File: src/rtl/scan_seq_pkg.sv
package scan_seq_pkg;

  typedef enum logic [2:0] {
    SRC_HOST   = 3'd0,
    SRC_EVENT  = 3'd1,
    SRC_THRESH = 3'd2,
    SRC_STROBE = 3'd3,
    SRC_DIV    = 3'd4
  } pace_src_e;

  typedef enum logic [2:0] {
    ST_IDLE  = 3'd0,
    ST_WAIT  = 3'd1,
    ST_READ  = 3'd2,
    ST_CHECK = 3'd3,
    ST_CONV  = 3'd4,
    ST_EOS   = 3'd5
  } seq_state_e;

endpackage

File: src/rtl/scan_seq_list_ram.sv
module scan_seq_list_ram #(
  parameter int AW = 4,
  parameter int DW = 6
) (
  input  logic          clk,
  input  logic          we,
  input  logic [AW-1:0] waddr,
  input  logic [DW-1:0] wdata,
  input  logic [AW-1:0] raddr,
  output logic [DW-1:0] rdata
);
  localparam int DEPTH = 2 ** AW;

  logic [DW-1:0] mem [DEPTH];

  // plain write port plus registered read port, shaped for block RAM
  always_ff @(posedge clk) begin
    if (we) mem[waddr] <= wdata;
    rdata <= mem[raddr];
  end
endmodule

File: src/rtl/scan_seq_pacer.sv
module scan_seq_pacer
  import scan_seq_pkg::*;
#(
  parameter int DIV_W = 8,
  parameter int DLY_W = 8
) (
  input  logic             clk,
  input  logic             rst,
  input  logic             active,
  input  logic [2:0]       src,
  input  logic [DIV_W-1:0] div,
  input  logic             dly_en,
  input  logic [DLY_W-1:0] dly,
  input  logic             evt_neg,
  input  logic             start_wr,
  input  logic             evt_in,
  input  logic             thr_trig,
  input  logic             bus_strobe,
  output logic             start_pls,
  output logic             tick
);
  logic             start_q, start_d, evt_q, dly_act;
  logic [DLY_W-1:0] dly_cnt;
  logic [DIV_W-1:0] div_cnt;
  logic             evt_edge, evt_tick, div_tick;

  assign start_pls = start_wr & ~start_q;
  assign evt_edge  = evt_neg ? (evt_q & ~evt_in) : (~evt_q & evt_in);
  assign evt_tick  = dly_en ? (dly_act && dly_cnt == '0) : evt_edge;
  assign div_tick  = active && (div_cnt == div);

  always_ff @(posedge clk) begin
    if (rst) begin
      start_q <= 1'b0;
      start_d <= 1'b0;
      evt_q   <= evt_in;
      dly_act <= 1'b0;
      dly_cnt <= '0;
      div_cnt <= '0;
    end else begin
      start_q <= start_wr;
      start_d <= start_pls;
      evt_q   <= evt_in;
      if (evt_edge && dly_en) begin
        dly_act <= 1'b1;
        dly_cnt <= dly;
      end else if (dly_act) begin
        if (dly_cnt == '0) dly_act <= 1'b0;
        else               dly_cnt <= dly_cnt - DLY_W'(1);
      end
      if (!active || div_cnt == div) div_cnt <= '0;
      else                           div_cnt <= div_cnt + DIV_W'(1);
    end
  end

  always_comb begin
    case (pace_src_e'(src))
      SRC_HOST:   tick = start_d;
      SRC_EVENT:  tick = evt_tick;
      SRC_THRESH: tick = thr_trig;
      SRC_STROBE: tick = bus_strobe;
      SRC_DIV:    tick = div_tick;
      default:    tick = 1'b0;
    endcase
  end

  // a held start strobe yields one pulse only
  assert_single_start_R2: assert property (@(posedge clk) disable iff (rst)
    start_pls |=> !start_pls);

  // the delay counter never runs while idle in its final state twice
  assert_delay_done_R9: assert property (@(posedge clk) disable iff (rst)
    (dly_act && dly_cnt == '0 && !(evt_edge && dly_en)) |=> !dly_act);
endmodule

File: src/rtl/scan_seq.sv
module scan_seq
  import scan_seq_pkg::*;
#(
  parameter int CH_W    = 6,
  parameter int LIST_AW = 4,
  parameter int DATA_W  = 16,
  parameter int BUF_AW  = 8,
  parameter int SCAN_W  = 8,
  parameter int DIV_W   = 8,
  parameter int DLY_W   = 8
) (
  input  logic               clk,
  input  logic               rst,
  input  logic               list_we,
  input  logic [LIST_AW-1:0] list_addr,
  input  logic [CH_W-1:0]    list_wdata,
  input  logic [2:0]         cfg_src,
  input  logic               cfg_multi,
  input  logic [SCAN_W-1:0]  cfg_scans,
  input  logic [DIV_W-1:0]   cfg_div,
  input  logic               cfg_dly_en,
  input  logic [DLY_W-1:0]   cfg_dly,
  input  logic               cfg_evt_neg,
  input  logic [BUF_AW-1:0]  cfg_ptr_mark,
  input  logic               cfg_ptr_ie,
  input  logic [SCAN_W-1:0]  cfg_scan_mark,
  input  logic               cfg_scan_ie,
  input  logic               host_start_wr,
  input  logic               host_stop_wr,
  input  logic               evt_in,
  input  logic               thr_trig,
  input  logic               bus_strobe,
  output logic               cnv_req,
  output logic [CH_W-1:0]    cnv_chan,
  input  logic               cnv_ack,
  input  logic [DATA_W-1:0]  cnv_data,
  output logic               buf_we,
  output logic [BUF_AW-1:0]  buf_addr,
  output logic [DATA_W-1:0]  buf_wdata,
  output logic [BUF_AW-1:0]  wr_ptr,
  output logic [SCAN_W-1:0]  scan_cnt,
  output logic               busy,
  output logic               irq_ptr,
  output logic               irq_scan
);
  localparam logic [CH_W-1:0]    TERM = '1;
  localparam logic [LIST_AW-1:0] LAST = '1;

  seq_state_e         state;
  logic [LIST_AW-1:0] idx;
  logic [CH_W-1:0]    list_q;
  logic               stop_pend, stop_any, start_pls, tick;
  logic [BUF_AW-1:0]  ptr_nxt;
  logic [SCAN_W-1:0]  scan_nxt;

  assign busy     = (state != ST_IDLE);
  assign stop_any = stop_pend | host_stop_wr;
  assign ptr_nxt  = wr_ptr + BUF_AW'(1);
  assign scan_nxt = scan_cnt + SCAN_W'(1);

  scan_seq_list_ram #(.AW(LIST_AW), .DW(CH_W)) i_list (
    .clk(clk), .we(list_we), .waddr(list_addr), .wdata(list_wdata),
    .raddr(idx), .rdata(list_q)
  );

  scan_seq_pacer #(.DIV_W(DIV_W), .DLY_W(DLY_W)) i_pacer (
    .clk(clk), .rst(rst), .active(busy), .src(cfg_src), .div(cfg_div),
    .dly_en(cfg_dly_en), .dly(cfg_dly), .evt_neg(cfg_evt_neg),
    .start_wr(host_start_wr), .evt_in(evt_in), .thr_trig(thr_trig),
    .bus_strobe(bus_strobe), .start_pls(start_pls), .tick(tick)
  );

  always_ff @(posedge clk) begin
    if (rst) begin
      state     <= ST_IDLE;
      idx       <= '0;
      stop_pend <= 1'b0;
      cnv_req   <= 1'b0;
      cnv_chan  <= '0;
      buf_we    <= 1'b0;
      buf_addr  <= '0;
      buf_wdata <= '0;
      wr_ptr    <= '0;
      scan_cnt  <= '0;
      irq_ptr   <= 1'b0;
      irq_scan  <= 1'b0;
    end else begin
      buf_we <= 1'b0;
      if (host_stop_wr && state != ST_IDLE) stop_pend <= 1'b1;
      case (state)
        ST_IDLE: if (start_pls) begin
          state     <= ST_WAIT;
          wr_ptr    <= '0;
          scan_cnt  <= '0;
          irq_ptr   <= 1'b0;
          irq_scan  <= 1'b0;
          stop_pend <= 1'b0;
        end
        ST_WAIT: begin
          if (stop_any) begin
            state     <= ST_IDLE;
            stop_pend <= 1'b0;
          end else if (tick) begin
            idx   <= '0;
            state <= ST_READ;
          end
        end
        ST_READ: begin
          if (stop_any) begin
            state     <= ST_IDLE;
            stop_pend <= 1'b0;
          end else begin
            state <= ST_CHECK;
          end
        end
        ST_CHECK: begin
          if (stop_any) begin
            state     <= ST_IDLE;
            stop_pend <= 1'b0;
          end else if (list_q == TERM) begin
            state <= ST_EOS;
          end else begin
            cnv_req  <= 1'b1;
            cnv_chan <= list_q;
            state    <= ST_CONV;
          end
        end
        ST_CONV: if (cnv_ack) begin
          cnv_req   <= 1'b0;
          buf_we    <= 1'b1;
          buf_addr  <= wr_ptr;
          buf_wdata <= cnv_data;
          wr_ptr    <= ptr_nxt;
          if (cfg_ptr_ie && ptr_nxt == cfg_ptr_mark) irq_ptr <= 1'b1;
          idx <= idx + LIST_AW'(1);
          if (stop_any) begin
            state     <= ST_IDLE;
            stop_pend <= 1'b0;
          end else if (idx == LAST) begin
            state <= ST_EOS;
          end else begin
            state <= ST_READ;
          end
        end
        ST_EOS: begin
          scan_cnt <= scan_nxt;
          if (cfg_scan_ie && scan_nxt == cfg_scan_mark) irq_scan <= 1'b1;
          if (stop_any || !cfg_multi || scan_nxt >= cfg_scans) begin
            state     <= ST_IDLE;
            stop_pend <= 1'b0;
          end else begin
            state <= ST_WAIT;
          end
        end
        default: state <= ST_IDLE;
      endcase
    end
  end

  assert_req_hold_R5: assert property (@(posedge clk) disable iff (rst)
    (cnv_req && !cnv_ack) |=> (cnv_req && $stable(cnv_chan)));

  assert_no_term_req_R3: assert property (@(posedge clk) disable iff (rst)
    cnv_req |-> (cnv_chan != TERM));

  assert_write_after_ack_R4: assert property (@(posedge clk) disable iff (rst)
    buf_we |-> ($past(cnv_ack) && $past(cnv_req)));

  assert_ptr_follows_write_R4: assert property (@(posedge clk) disable iff (rst)
    buf_we |-> (wr_ptr == buf_addr + BUF_AW'(1)));

  assert_idle_quiet_R13: assert property (@(posedge clk) disable iff (rst)
    !busy |-> !cnv_req);

  assert_scan_step_R7: assert property (@(posedge clk) disable iff (rst)
    (scan_cnt != $past(scan_cnt)) |->
      (scan_cnt == $past(scan_cnt) + SCAN_W'(1) || scan_cnt == '0));
endmodule

File: config.mk
export PLATFORM = sky130hd
export DESIGN_NAME = scan_seq
export DESIGN_NICKNAME = d
export VERILOG_FILES = /design/src/rtl/scan_seq_pkg.sv /design/src/rtl/scan_seq_list_ram.sv /design/src/rtl/scan_seq_pacer.sv /design/src/rtl/scan_seq.sv
export SDC_FILE = /design/constraint.sdc
export NUM_CORES = 1
export LEC_CHECK = 0
export CORE_ASPECT_RATIO = 1.5
export CORE_MARGIN = 3
export CORE_UTILIZATION = 48
export DETAILED_ROUTE_END_ITERATION = 10
export DONT_BUFFER_PORTS = 1
export GPL_TIMING_DRIVEN = 0
export MAX_ROUTING_LAYER = met4
export PLACE_DENSITY = 0.74
export SLEW_MARGIN = 25
export SYNTH_ARGS = -nofsm -noshare
export SYNTH_HDL_FRONTEND = slang
export SYNTH_SLANG_ARGS = --single-unit
File: constraint.sdc
create_clock -name clk -period 2.4 [get_ports clk]
set_clock_uncertainty 0.2 [all_clocks]
set_input_delay 0.36 -clock clk [delete_from_list [all_inputs] [get_ports clk]]
set_output_delay 0.36 -clock clk [all_outputs]
set_load 0.02 [all_outputs]
Yosys cells after proc, flatten, opt, wreduce, memory -nomap -nowiden
Memories as Yosys holds them, arrays and structs flattened. A register that Yosys moved wholly into a read port is not among the register bits. Index checks and enable logic that the tools add are counted.

Register bits after elaboration: 78. Input port bits: 83. Memory bits (writable): 96. Output and inout port bits: 51. Word-level logic and storage cells: 139. Memories: 1.

Memories: i_list.mem (words 16, width 6, read ports 1, clocked after Yosys merged registers in 1, write ports 1, RTL line scan_seq_list_ram.sv:14) `logic [DW-1:0] mem [DEPTH];`.

Mux-type cells: 47. Order comparisons: 1. Add/sub/neg operators: 5. Equality and inequality tests: 24. Reduce and logical (&&, ||, !) cells: 33. Bitwise gates (word level): 10.

Operator list (count): 8-bit 2-to-1 mux (5); 8-bit case mux with 2 select lines (2); 8-bit by 1-bit adder with 8-bit output (second input constant) (3); 8-bit == test (3); 1-bit 2-to-1 mux (22); 3-bit 2-to-1 mux (7); 3-bit case mux with 6 select lines (1); 3-bit by 2-bit == test with 1-bit output (second input constant) (4); 4-bit 2-to-1 mux (3); 2-bit != test (second input constant) (6); 3-bit AND reduction (4); 4-bit AND reduction (3); 2-bit nonzero test (5); 3-bit == test (second input constant) (3); 8-bit >= comparator (1); 8-bit logical NOT (1); 4-bit case mux with 2 select lines (1); 8-bit by 1-bit subtractor with 8-bit output (second input constant) (1); 3-bit by 1-bit == test with 1-bit output (second input constant) (2); 6-bit == test (second input constant) (1); 1-bit logical AND (6); 3-bit logical NOT (2); 2-bit by 1-bit != test with 1-bit output (second input constant) (3); 1-bit inverter (6); other kinds (15) (25).

Depth between registers and ports, before layout
Depth after elaboration: 8. Mapped depth: 11. Gate-level depth less buffers: 11.

Modules after synthesis
A second synthesis with hierarchy kept.

Cell total of the unflattened synthesis: 675. Area total of the unflattened synthesis: 8012.7 µm².

By module, submodules not included: scan_seq_list_ram (seq. area each 3002.9 µm², area each 3895.0 µm², cells each 178, instances 1); scan_seq (seq. area each 1161.1 µm², area each 3022.9 µm², cells each 372, instances 1); scan_seq_pacer (seq. area each 400.4 µm², area each 1094.8 µm², cells each 125, instances 1).

Least setup slack after synthesis
No wires, ideal clock.

Kind: register -> register. Start: reg scan_cnt[0]. End: reg state[0]. Path buffers: 0. Clock period less this slack: 2702 ps. Data arrival time: 2433 ps. Stages on the path, launching flop included: 12. Library setup time: 70 ps. Path slack: -302 ps. Data required time: 2130 ps. Path through: dfxtp_1 -> ha_1 -> nand3_1 -> nor2_1 -> xor2_1 -> ha_1 -> nand2_1 -> nor2_1 -> a2111oi_0 -> o31ai_1 -> o211a_1 -> a21oi_1.

Cells in the longest elaborated chain, start to end: 5.

RTL lines: start: declaration (RTL line scan_seq.sv:41) `output logic [SCAN_W-1:0] scan_cnt,`; start signal: assignment (RTL line scan_seq.sv:146) `scan_cnt <= scan_nxt;`; 8-bit by 1-bit adder with 8-bit output (RTL line scan_seq.sv:59) `assign scan_nxt = scan_cnt + SCAN_W'(1);`; 8-bit >= comparator (RTL line scan_seq.sv:148) `if (stop_any || !cfg_multi || scan_nxt >= cfg_scans) begin`; 1-bit logical OR (RTL line scan_seq.sv:148); 1-bit 2-to-1 mux (RTL line scan_seq.sv:148); 3-bit case mux with 6 select lines (RTL line scan_seq.sv:90) `case (state)`; end signal: assignment (RTL line scan_seq.sv:92) `state <= ST_WAIT;`; end signal: assignment (RTL line scan_seq.sv:149) `state <= ST_IDLE;`; end signal: assignment (RTL line scan_seq.sv:152) `state <= ST_WAIT;`; end: declaration (RTL line scan_seq.sv:49) `seq_state_e state;`.

Every way passes these cells. A chain may end at the register's enable or synchronous reset.

Worst setup path in the final report
Start: reg scan_cnt[0]. End: reg stop_pend.

Cells in the longest elaborated chain, start to end: 5.

RTL lines: 8-bit by 1-bit adder with 8-bit output (RTL line scan_seq.sv:59); 8-bit >= comparator (RTL line scan_seq.sv:148); 1-bit logical OR (RTL line scan_seq.sv:148); 1-bit 2-to-1 mux (RTL line scan_seq.sv:148); 1-bit case mux with 4 select lines (RTL line scan_seq.sv:90); end signal: assignment (RTL line scan_seq.sv:89) `if (host_stop_wr && state != ST_IDLE) stop_pend <= 1'b1;`; end signal: assignment (RTL line scan_seq.sv:97) `stop_pend <= 1'b0;`; end signal: assignment (RTL line scan_seq.sv:150) `stop_pend <= 1'b0;`; end: declaration (RTL line scan_seq.sv:52) `logic stop_pend, stop_any, start_pls, tick;`.

Every way passes these cells.

==> impl_metrics.tcl <==
set metrics [dict create \
    status "finished, violations left" \
    violations "setup timing" \
    rows 56 \
    synth-async-reset-ratio_pct 0 \
    worstHoldPathType "in -> reg" \
    fp.dieH_um 163 \
    clock_latency_ns 0.42 \
    port_buffers 0 \
    synth_cell_type_count 59 \
    synth_area_leaders "edfxtp_1, dfxtp_1, mux4_2, xnor2_1, nor2_1" \
    synth_fp_nets 756 \
    tightest_slew_ns 0.973 \
    dominantRegCellSynth "edfxtp_1" \
    grt_pass1_wl_um 28700 \
    final_cells 942 \
    yosys_register_bits 180 \
    timing.final.max_slew_violations 0 \
    synth-edff-count 96 \
    tritoncts "yes" \
    cap_violations 0 \
    drtPass1Iterations 6 \
    placed_cells 862 \
    drt-total-wl_um 18700 \
    synth.top_cell.area_share_pct 36.8 \
    ant_nets 0 \
    core_um2 15800 \
    finalSetupViolCount 2 \
    whs_ns 0.0430 \
    synth_top_cell_by_area "edfxtp_1" \
    hpwl_um 13100 \
    place_ws_ns -0.377 \
    fmax_mhz 395 \
    dpl-instance-area_um2 8120 \
    stdcell_area_um2 9310 \
    start_kind "flop" \
    start_util_pct 49.5 \
    drc 0 \
    dr.first_iter.drc_count 380 \
    cts.clk_slew.worst_paths_ns 0.07 \
    grt_max_degree 17 \
    cts.path.max_buffers 2 \
    hold_viol_final 0 \
    reg2reg_slack_ns -0.13 \
    gp_congestion 0.859 \
    crit_path_end_kind "flop" \
    period_minus_slack_ns 2.53 \
    rsz0062_at_grt "yes" \
    io-pin-count 134 \
    clock-sinks 180 \
    arrival_ns 2.66 \
    gr-usage-all-layers_pct 21.8 \
    drt-wirelength-per-cell_um 19.9 \
    worstSetupPathType "reg -> reg" \
    die_x_um 110 \
    dieArea_um2 17900 \
    numCtsBuffers 17 \
    final_cell_mix "edfxtp_1, dfxtp_1, nor2_1" \
    nNetsFinal 823 \
    cts_root_buffer "clkbuf_16" \
    antenna_found_initial 0 \
    netlist_area_um2 7840 \
    vias_per_cell 5.80 \
    drive_gt1_share_pct 15.6 \
    critPathMaxFanout 8 \
    fin_crit_sh_pct 105 \
    diodes 0 \
    p_per_area_nw_per_um2 679 \
    grt_pass1_vias 5589 \
    required_ns 2.53 \
    setup_slack_ns -0.130 \
    seq_area_frac_synth_pct 58.2 \
    p_leak_nw 3.15 \
    synth.avg_cell_area_um2 11.9 \
    grt_overflow 0 \
    layout_commonest_cell "edfxtp_1" \
    slew-limit-headroom_pct 34.6 \
    irDropWorstVdd_uv 392 \
    yosysWarnings 0 \
    synthCells 659 \
    cts-htree-levels 4 \
    via_count 5463 \
    area_growth_syn_to_layout_pct 18.7 \
]
through the flow:
stage	power, mW	util [%]	TNS (ns)
after floorplan	3.59	-	0
after global placement	3.64	51.3	-0.827
after detailed placement	3.66	51.3	-1.38
after CTS	6.35	58.3	-0.164
after global routing	6.55	58.8	-0.377
final	6.32	58.8	-0.226
cell type report:
type	instances	area (um^2)
Clock inverter	11	91.3
Clock buffer	21	482
Buffer	31	170
Timing Repair Buffer	48	465
Inverter	14	52.6
Fill cell	1248	6530
Sequential cell	180	4580
Multi-Input combinational cell	434	3210
Tap cell	203	254
what timing repair did:
action	4_1_cts	5_1_grt
hold endpoints to repair	131	0
hold buffers	37	0
resized for setup	24	10
pin swaps	7	5
setup buffers	9	2
setup endpoints to repair	8	9
layer usage:
| metal | track usage [%] | share of wire (%) | up-vias |
|---|---|---|---|
| met3 | 5.16 | 6.1 | 40 |
| met1 | 22.8 | 36 | 2680 |
| li1 | - | - | 2543 |
| met4 | 7.17 | 2.7 | 0 |
| met2 | 39.5 | 56 | 200 |
| met5 | - | 0 | - |
report_power, final:
group	switching [mW]	internal (mW)	total, mW	leakage (nW)
combinational	0.199	0.154	0.353	1.32
clock	1.18	1.47	2.65	0.282
sequential	0.0268	3.29	3.32	1.55
sequential cells by signal, indices dropped and copies added (netlist names), 8 cells and up:
name,count
scan_cnt,8
buf_addr,8
i_pacer.dly_cnt,8
i_pacer.div_cnt,8
buf_wdata,16
wr_ptr,8
i_list.mem,96
worst paths after layout:
path	to	cells after the start	from
max	stop_pend$_SDFF_PP0_	10	scan_cnt[0]$_SDFFE_PP0P_
min	state[1]$_SDFFE_PP0P_	3	host_stop_wr
max reg2reg	stop_pend$_SDFF_PP0_	10	scan_cnt[0]$_SDFFE_PP0P_
min reg2reg	i_pacer.div_cnt[0]$_SDFF_PP0_	1	i_pacer.div_cnt[0]$_SDFF_PP0_
critical path, cell delays in order (launching register included):
cell and delay (ns):
dfxtp_4 0.45, ha_4 0.18, nand3_4 0.12, nor2_4 0.12
xor2_1 0.25, ha_1 0.29, nand2_2 0.08, nor2_1 0.07
a2111oi_4 0.26, o31ai_4 0.15, a211oi_2 0.26
synth_stat cells, types with 2 or more instances:
cell / n
edfxtp_1: 96
buf_2: 4
nor3_1: 19
o21ai_0: 18
ha_1: 14
buf_4: 2
a2111oi_0: 2
mux2i_1: 5
nor2_1: 73
and4_1: 2
o31ai_1: 2
or3b_2: 2
mux4_2: 30
xor2_1: 17
inv_1: 14
nand3b_1: 6
o2111ai_1: 2
buf_6: 2
nand2_1: 65
nand2b_1: 4
dfxtp_1: 84
a31oi_1: 3
nand4_1: 7
nand3_1: 16
nor4_1: 4
xnor2_1: 33
or3_1: 6
a21oi_1: 49
nor3b_1: 2
nor2b_1: 5
a22oi_1: 3
o21ai_1: 2
and3_1: 9
a32oi_1: 2
a211oi_1: 8
and2_1: 3
clkbuf_1: 22
kinds of logic (layout without fill, tap and decap cells):
group / Yosys count / in the layout / share of synthesized area [%]
simple gates: 235 / 235 / 14.7
flops: 180 / 180 / 58.2
compound gates: 99 / 99 / 7.40
xor+xnor: 50 / 50 / 5.58
buf+inv: 45 / 125 / 2.51
mux: 36 / 36 / 9.40
fa+ha+maj: 14 / 14 / 2.23
No activity file was read; power rests on OpenSTA's default activity.
